$ cat src/rtl/rsl_pkg.sv
package rsl_pkg;
  localparam int BYTE_W = 8;
  localparam int BYTES  = 2;
  localparam int WORD_W = BYTE_W * BYTES;

  typedef logic [WORD_W-1:0] word_t;
  typedef logic [BYTE_W-1:0] byte_t;

  typedef enum logic [1:0] {
    ORD_KEEP   = 2'b00,
    ORD_SWAP   = 2'b01,
    ORD_MIRROR = 2'b10,
    ORD_SPARE  = 2'b11
  } order_e;

  // Reverse the order of the bytes in a word; bits inside each byte stay put.
  function automatic word_t swap_bytes(word_t w);
    word_t r;
    for (int b = 0; b < BYTES; b++)
      r[b*BYTE_W +: BYTE_W] = w[(BYTES-1-b)*BYTE_W +: BYTE_W];
    return r;
  endfunction

  // Reverse the bits inside a single byte.
  function automatic byte_t mirror_byte(byte_t v);
    byte_t r;
    for (int i = 0; i < BYTE_W; i++)
      r[i] = v[BYTE_W-1-i];
    return r;
  endfunction

  // Reverse the bits inside every byte of a word, keeping byte positions.
  function automatic word_t mirror_in_bytes(word_t w);
    word_t r;
    for (int b = 0; b < BYTES; b++)
      r[b*BYTE_W +: BYTE_W] = mirror_byte(w[b*BYTE_W +: BYTE_W]);
    return r;
  endfunction

  // Placement applied on the load path.
  function automatic word_t place_word(word_t w, order_e m);
    case (m)
      ORD_SWAP:   return swap_bytes(w);
      ORD_MIRROR: return mirror_in_bytes(swap_bytes(w));
      default:    return w;
    endcase
  endfunction
endpackage

$ cat src/rtl/rsl_byte_reg.sv
module rsl_byte_reg #(
  parameter int W = 8
) (
  input  logic         clk,
  input  logic         rst_n,
  input  logic         en,
  input  logic [W-1:0] d,
  output logic [W-1:0] q
);
  always_ff @(posedge clk or negedge rst_n) begin
    if (!rst_n)  q <= '0;
    else if (en) q <= d;
  end
endmodule

$ cat src/rtl/rsl_row_array.sv
module rsl_row_array
  import rsl_pkg::*;
#(
  parameter int ROWS   = 4,
  parameter int ADDR_W = (ROWS > 1) ? $clog2(ROWS) : 1
) (
  input  logic              clk,
  input  logic              rst_n,
  input  logic              wr_en,
  input  logic [ADDR_W-1:0] wr_addr,
  input  word_t             wr_data,
  input  logic [ADDR_W-1:0] rd_addr,
  output word_t             rd_word
);
  word_t row_q [ROWS];
  logic [ROWS-1:0] row_wr;

  for (genvar r = 0; r < ROWS; r++) begin : g_row
    assign row_wr[r] = wr_en && (wr_addr == ADDR_W'(r));
    for (genvar b = 0; b < BYTES; b++) begin : g_byte
      rsl_byte_reg #(.W(BYTE_W)) u_half (
        .clk   (clk),
        .rst_n (rst_n),
        .en    (row_wr[r]),
        .d     (wr_data[b*BYTE_W +: BYTE_W]),
        .q     (row_q[r][b*BYTE_W +: BYTE_W])
      );
    end


    row_write_chk: assert property (@(posedge clk) disable iff (!rst_n)
      row_wr[r] |=> row_q[r] == $past(wr_data))
      else $error("row %0d write not captured", r);


    row_hold_chk: assert property (@(posedge clk) disable iff (!rst_n)
      !row_wr[r] |=> $stable(row_q[r]))
      else $error("row %0d changed without a write", r);
  end


  wr_onehot_chk: assert property (@(posedge clk) disable iff (!rst_n)
    $onehot0(row_wr))
    else $error("more than one row write strobe");

  assign rd_word = row_q[rd_addr];
endmodule

$ cat src/rtl/rsl_order_place.sv
module rsl_order_place
  import rsl_pkg::*;
(
  input  word_t      src,
  input  logic [1:0] mode,
  output word_t      placed
);
  order_e mode_e;
  assign mode_e = order_e'(mode);
  assign placed = place_word(src, mode_e);
endmodule

$ cat src/rtl/rsl_shifter.sv
module rsl_shifter #(
  parameter int W = 16
) (
  input  logic         clk,
  input  logic         rst_n,
  input  logic         ld,
  input  logic [W-1:0] ld_word,
  input  logic         sh,
  output logic         ser_out
);
  logic [W-1:0] q;
  logic         do_shift;

  assign do_shift = sh && !ld;

  always_ff @(posedge clk or negedge rst_n) begin
    if (!rst_n)        q <= '0;
    else if (ld)       q <= ld_word;
    else if (do_shift) q <= {q[W-2:0], 1'b0};
  end

  assign ser_out = q[W-1];


  shift_step_chk: assert property (@(posedge clk) disable iff (!rst_n)
    do_shift |=> q == {$past(q[W-2:0]), 1'b0})
    else $error("shift step wrong");


  load_prio_chk: assert property (@(posedge clk) disable iff (!rst_n)
    ld |=> q == $past(ld_word))
    else $error("load not taken");


  idle_hold_chk: assert property (@(posedge clk) disable iff (!rst_n)
    (!ld && !sh) |=> $stable(q))
    else $error("register moved while idle");
endmodule

$ cat src/rtl/regarray_shift_loader.sv
module regarray_shift_loader
  import rsl_pkg::*;
#(
  parameter int NUM_ROWS = 4,
  localparam int ROW_AW  = (NUM_ROWS > 1) ? $clog2(NUM_ROWS) : 1
) (
  input  logic              clk,
  input  logic              rst_n,
  input  logic              wr_en,
  input  logic [ROW_AW-1:0] wr_addr,
  input  logic [15:0]       wr_data,
  input  logic              ld_en,
  input  logic [ROW_AW-1:0] ld_row,
  input  logic [1:0]        order_mode,
  input  logic              sh_en,
  output logic              ser_out
);
  word_t rd_word;
  word_t placed;

  rsl_row_array #(.ROWS(NUM_ROWS), .ADDR_W(ROW_AW)) u_rows (
    .clk     (clk),
    .rst_n   (rst_n),
    .wr_en   (wr_en),
    .wr_addr (wr_addr),
    .wr_data (wr_data),
    .rd_addr (ld_row),
    .rd_word (rd_word)
  );

  rsl_order_place u_place (
    .src    (rd_word),
    .mode   (order_mode),
    .placed (placed)
  );

  rsl_shifter #(.W(WORD_W)) u_shift (
    .clk     (clk),
    .rst_n   (rst_n),
    .ld      (ld_en),
    .ld_word (placed),
    .sh      (sh_en),
    .ser_out (ser_out)
  );


  keep_chk: assert property (@(posedge clk) disable iff (!rst_n)
    (order_mode == 2'b00) |-> placed == rd_word)
    else $error("keep placement wrong");


  swap_chk: assert property (@(posedge clk) disable iff (!rst_n)
    (order_mode == 2'b01) |->
      (placed[15:8] == rd_word[7:0]) && (placed[7:0] == rd_word[15:8]))
    else $error("byte swap placement wrong");


  mirror_chk: assert property (@(posedge clk) disable iff (!rst_n)
    (order_mode == 2'b10) |-> placed == {<<{rd_word}})
    else $error("mirror placement wrong");


  spare_keep_chk: assert property (@(posedge clk) disable iff (!rst_n)
    (order_mode == 2'b11) |-> placed == rd_word)
    else $error("spare code not treated as keep");
endmodule

$ cat config.mk
export PLATFORM = sky130hd
export DESIGN_NAME = regarray_shift_loader
export DESIGN_NICKNAME = d
export VERILOG_FILES = /design/src/rtl/rsl_pkg.sv /design/src/rtl/rsl_byte_reg.sv /design/src/rtl/rsl_row_array.sv /design/src/rtl/rsl_order_place.sv /design/src/rtl/rsl_shifter.sv /design/src/rtl/regarray_shift_loader.sv
export SDC_FILE = /design/constraint.sdc
export NUM_CORES = 1
export LEC_CHECK = 0
export BUFFER_PORTS_ARGS = -buffer_cell sky130_fd_sc_hd__buf_2
export CAP_MARGIN = 20
export CORE_ASPECT_RATIO = 0.9
export CORE_MARGIN = 1
export CORE_UTILIZATION = 55
export CTS_CLUSTER_SIZE = 8
export DETAILED_ROUTE_END_ITERATION = 8
export HOLD_SLACK_MARGIN = 0.1
export PLACE_DENSITY = 0.73
export SYNTH_ARGS = -nofsm -noshare
export SYNTH_HDL_FRONTEND = slang
export SYNTH_SLANG_ARGS = --single-unit
$ cat constraint.sdc
create_clock -name clk -period 1.1 [get_ports clk]
set_input_delay 0.33 -clock clk [delete_from_list [all_inputs] [get_ports clk]]
set_output_delay 0.33 -clock clk [all_outputs]
set_load 0.02 [all_outputs]
After elaboration in Yosys (flattened, before gate mapping) --
Index checks and enable logic that the tools add are counted.
Storage, ports and cells: register bits after elaboration 80, bits in latches 0, memory bits (writable) 0, ROM bits 0, input port bits 27, output and inout port bits 1, logic and storage cells 30, memories 0
Cells by class: add/sub/neg operators 0, multipliers 0, divide/modulo/power cells 0, magnitude comparators 1, equality and inequality tests 5, shift-type cells 0, multiplexer cells 6, bitwise gates (word level) 1, reduce and logical (&&, ||, !) cells 8
Operator list (number):
- $mux 16 | 4
- $bmux 16 s2 | 1
- $pmux 16 s2 | 1
- $eq 2x2->1 const B | 3
- $logic_and 1x1->1 | 5
- $eq 2x1->1 const B | 2
- $ge 3x3->1 const B | 1
- $not 2->3 | 1
- $logic_not 2->1 | 1
- $reduce_bool 2->1 | 1
- $logic_not 1->1 | 1

Depth between registers and ports, before layout --
depth in word-level cells 6, mapped depth 7, gate-level depth less buffers 5

Modules after synthesis --
A second synthesis with hierarchy kept.
Unflattened totals: cell total of the unflattened synthesis 288, area total of the unflattened synthesis 4215.3 um2
Modules (own cells, without submodules):
- rsl_byte_reg | times used 8, cells an instance 17, area each 331.6 um2, seq. area each 200.2 um2
- rsl_shifter | times used 1, cells an instance 69, area each 742.0 um2, seq. area each 400.4 um2
- rsl_row_array | times used 1, cells an instance 24, area each 455.4 um2, seq. area each 0.0 um2
- rsl_order_place | times used 1, cells an instance 59, area each 365.4 um2, seq. area each 0.0 um2

Worst setup path before layout --
Ideal clock, no wire load.
path kind input port to flip-flop, start input order_mode[0], end register u_shift.q[15], library setup time 0.129 ns, arrival 1.387 ns, data required time 0.971 ns, setup slack -0.415 ns, stages 5, path buffers 0, cell sequence inv_1 > ha_1 > or3b_2 > a221oi_1 > nor3_1
On the way: word-level cells in the longest chain between the ends 3, elaborated cells between the ends (all ways) 4, classes of those cells 2 x eq/ne; 2 x mux
Ends and longest elaborated chain:
- start: declaration | line regarray_shift_loader.sv:14 | input logic [1:0] order_mode,
- $eq 2x2->1 or $eq 2x1->1 (tied branches) | line rsl_pkg.sv:42 | case (m)
- $pmux 16 s2 (*) | line rsl_pkg.sv:42
- $mux 16 (*) | line rsl_shifter.sv:18 | else if (ld) q <= ld_word;
- end signal: assignment | line rsl_shifter.sv:18
- end signal: assignment | line rsl_shifter.sv:19 | else if (do_shift) q <= {q[W-2:0], 1'b0};
- end: declaration | line rsl_shifter.sv:11 | logic [W-1:0] q;
Mark *: on every way between the ends. The rest lies on a longest branch, timed or not. A chain may end at the register's enable or synchronous reset.

Worst setup path in the final report --
start register u_rows.g_row[0].g_byte[0].u_half.q[3], end register u_shift.q[11]
On the way: word-level cells in the longest chain between the ends 5
Ends and longest elaborated chain:
- start: declaration | line rsl_byte_reg.sv:8 | output logic [W-1:0] q
- start signal: assignment | line rsl_byte_reg.sv:11 | if (!rst_n) q <= '0;
- start signal: assignment | line rsl_byte_reg.sv:12 | else if (en) q <= d;
- $bmux 16 s2 | line rsl_row_array.sv:46 | assign rd_word = row_q[rd_addr];
- $mux 16 (implied by the code) (2 in series) | line rsl_row_array.sv:46
- $pmux 16 s2 | line rsl_pkg.sv:42
- $mux 16 | line rsl_shifter.sv:18
No other way between the ends. The select of a mux whose other input is x is not followed.

==> flow_summary.ini <==
[status]
status = finished, violations left
violations = setup timing

[sta]
fmax_mhz = 750.9
hold_slack_ns = 0.2337
setup_violations = 17
rsz0062_at_grt = yes
hold_viol = 0
period_needed_ns = 1.332
tightestPinTransition_ns = 0.3270
slew-limit-headroom_pct = 78.20
skew_ns = 0.006468
finalCritPeriodShare_pct = 121.1
drv_slew = 0
setup_slack_ns = -0.2318

[clocking]
path_clk_slew_ns = 0.08
clk_latency_ns = 0.36
cts_tree = done
cts_buffers = 9
numClockSinks = 80
cts-root-buf = clkbuf_8
cts_htree_levels = 3
max-clock-path-buffers = 2

[yosys]
synth_largest_area_cell = dfrtp_1
syn-instance-count = 297
ys_seq_elements = 80
yosys_warnings = 0
synth_seq_area_share_pct = 48.02
syn_area_um2 = 4169
synth_top_cell_area_share_pct = 48.02
synthTopCellsByArea = dfrtp_1, mux2_2, mux4_2
syn_nets = 326
synth_cell_type_count = 24
avgSynthCellArea_um2 = 14.04

[grt]
grt_util_met2_pct = 40.01
grt_pass1_vias = 3028
grt_pass1_wl_mm = 16.07
grt-busiest-layer = met1
grt_start_max_net_pins = 23
track_usage_pct = 27.31
antenna_found_initial = 0
grt-ovfl-total = 0
grt.met3_usage_pct = 5.344
globalRouteMet1Util_pct = 41.17

[worst_setup_path]
endpoint_kind = flip-flop
cp_slowest_cell = mux4_2
required_ns = 1.35
critPathMaxFanout = 3
ff2ff_setup_slack_ns = -0.23
crit_type = flip-flop to flip-flop
critPathBufInv = 0
path_cells = mux4_2 -> a22oi_2 -> a21oi_2
crit_family = multiplexers
critPathMaxStageDelay_ns = 0.53
startpoint_type = flip-flop
arrival_ns = 1.58

[placed_design]
io_buffers = 27
pre_cts_slack_ns = -0.5407
hpwl_mm = 6.938
gp_congestion = 0.8446
dp.cells = 443

[routing]
dr.pass1.iters = 4
routed_wl_mm = 9.790
wire_per_inst_um = 20.92
vias = 2906
drt_iter0_markers = 143
antenna_left = 0
drcViolationCount = 0
drt-vias-per-instance = 6.209

[hold_path]
hold_path.class = input port to flip-flop

[floorplanning]
io-pin-count = 28
dieArea_um2 = 7932
start_util_pct = 58.03
coreArea_um2 = 7184
fp-row-count = 29
die_h_um = 84.60
die_w_um = 93.77

[layout]
layout_common_cells = mux2_2, dfrtp_1, buf_4
fill_cells = 441
final_net_count = 399
antenna_cells = 0
drive_gt1_share_pct = 67.73
final_common_cell = mux2_2
utilization_pct = 73.93
stdcell_count = 468
synthToLayoutAreaGrowth_pct = 27.40

[power_and_ir_drop]
pwr_density_cell_nw_per_um2 = 1603
power.leakage_nw = 2.265
finalPower_mw = 8.515
ir_drop_uv = 1380

[run]
maxCapViolCount = 0
## power by group
group	total (mW)	internal [mW]	switching, mW
combinational	2.42	1.47	0.956
clock	2.17	1.06	1.11
sequential	3.93	3.52	0.413
## cells by family (layout without fill, tap and decap cells)
family                   Yosys count  in the layout  share of synthesized area, %
AO/OA/AOI/OAI                     48             48                         7.713
buffers and inverters             24            102                         3.301
adder cells (fa/ha/maj)            2              2                        0.6001
flip-flops                        80             80                         48.02
AND/OR/NAND/NOR                   22             22                         3.362
multiplexers                     121            121                         37.00
## cell usage after synthesis (all sizes together)
cell type and instances:
nor3b 1, mux4 16, or3b 1, o22ai 16, nand3 1, dfrtp 80
nand2 10, nor2b 3, nor3 2, inv 2, a22oi 14, and2 1
a31oi 9, ha 2, nand3b 3, clkbuf 5, a21oi 5, a221oi 4
mux2 105, buf 17
## metal layers
layer  up-vias  part of all wire [%]  wire, µm
met2        69                    47      4563
li1       1305                     -         -
met4         0                   1.2       119
met3        13                   4.1       402
met1      1519                    48      4704
met5         -                     0         0
## sequential cells by signal, indices dropped and copies added, names as in the netlist
name / flops
u_rows.g_row.g_byte.u_half.q: 64
u_shift.q: 16
## metrics by stage
step | setup TNS [ns] | area [µm²]
final | -3.041 | 5311
after global routing | -3.599 | 5311
after CTS | -2.937 | 5219
after detailed placement | -22.56 | 4916
after global placement | -21.15 | 4916
after floorplan | -5.812 | 4347
## final timing paths
kind                                                       start                                    end  cells after the start
max in group asynchronous                                  rst_n  u_rows.g_row[3].g_byte[0].u_half.q[0]                      3
min in group asynchronous                                  rst_n  u_rows.g_row[2].g_byte[1].u_half.q[1]                      2
min reg2reg                u_rows.g_row[1].g_byte[0].u_half.q[2]  u_rows.g_row[1].g_byte[0].u_half.q[2]                      1
max reg2reg                u_rows.g_row[0].g_byte[0].u_half.q[3]                          u_shift.q[11]                      3
max                        u_rows.g_row[0].g_byte[0].u_half.q[3]                          u_shift.q[11]                      3
min                                                   wr_data[6]  u_rows.g_row[0].g_byte[0].u_half.q[6]                      2
## worst reg2reg max path: cells and delay by family (launching register included)
family	cells	cell delay, ns
muxes	1	0.53
AOI/OAI and AO/OA	2	0.28
DFF	1	0.41
## final cells by class
type,instances,area [µm²],area share (%)
multi-input combinational,193,2265,42.64
sequential,80,2002,37.69
timing repair buffer,84,724.4,13.64
clock buffer,10,127.6,2.403
tap,93,116.4,2.191
clock inverter,6,68.82,1.296
inverter,2,7.507,0.1413
## repair_timing
action	CTS	global route
gates resized for setup	9	16
gates cloned	0	0
buffers inserted	7	1
pin swaps	4	4
hold buffers	1	0
endpoints found under the hold margin	19	0
endpoints found under the setup margin	17	17
Power figures use the tool's default switching activity.
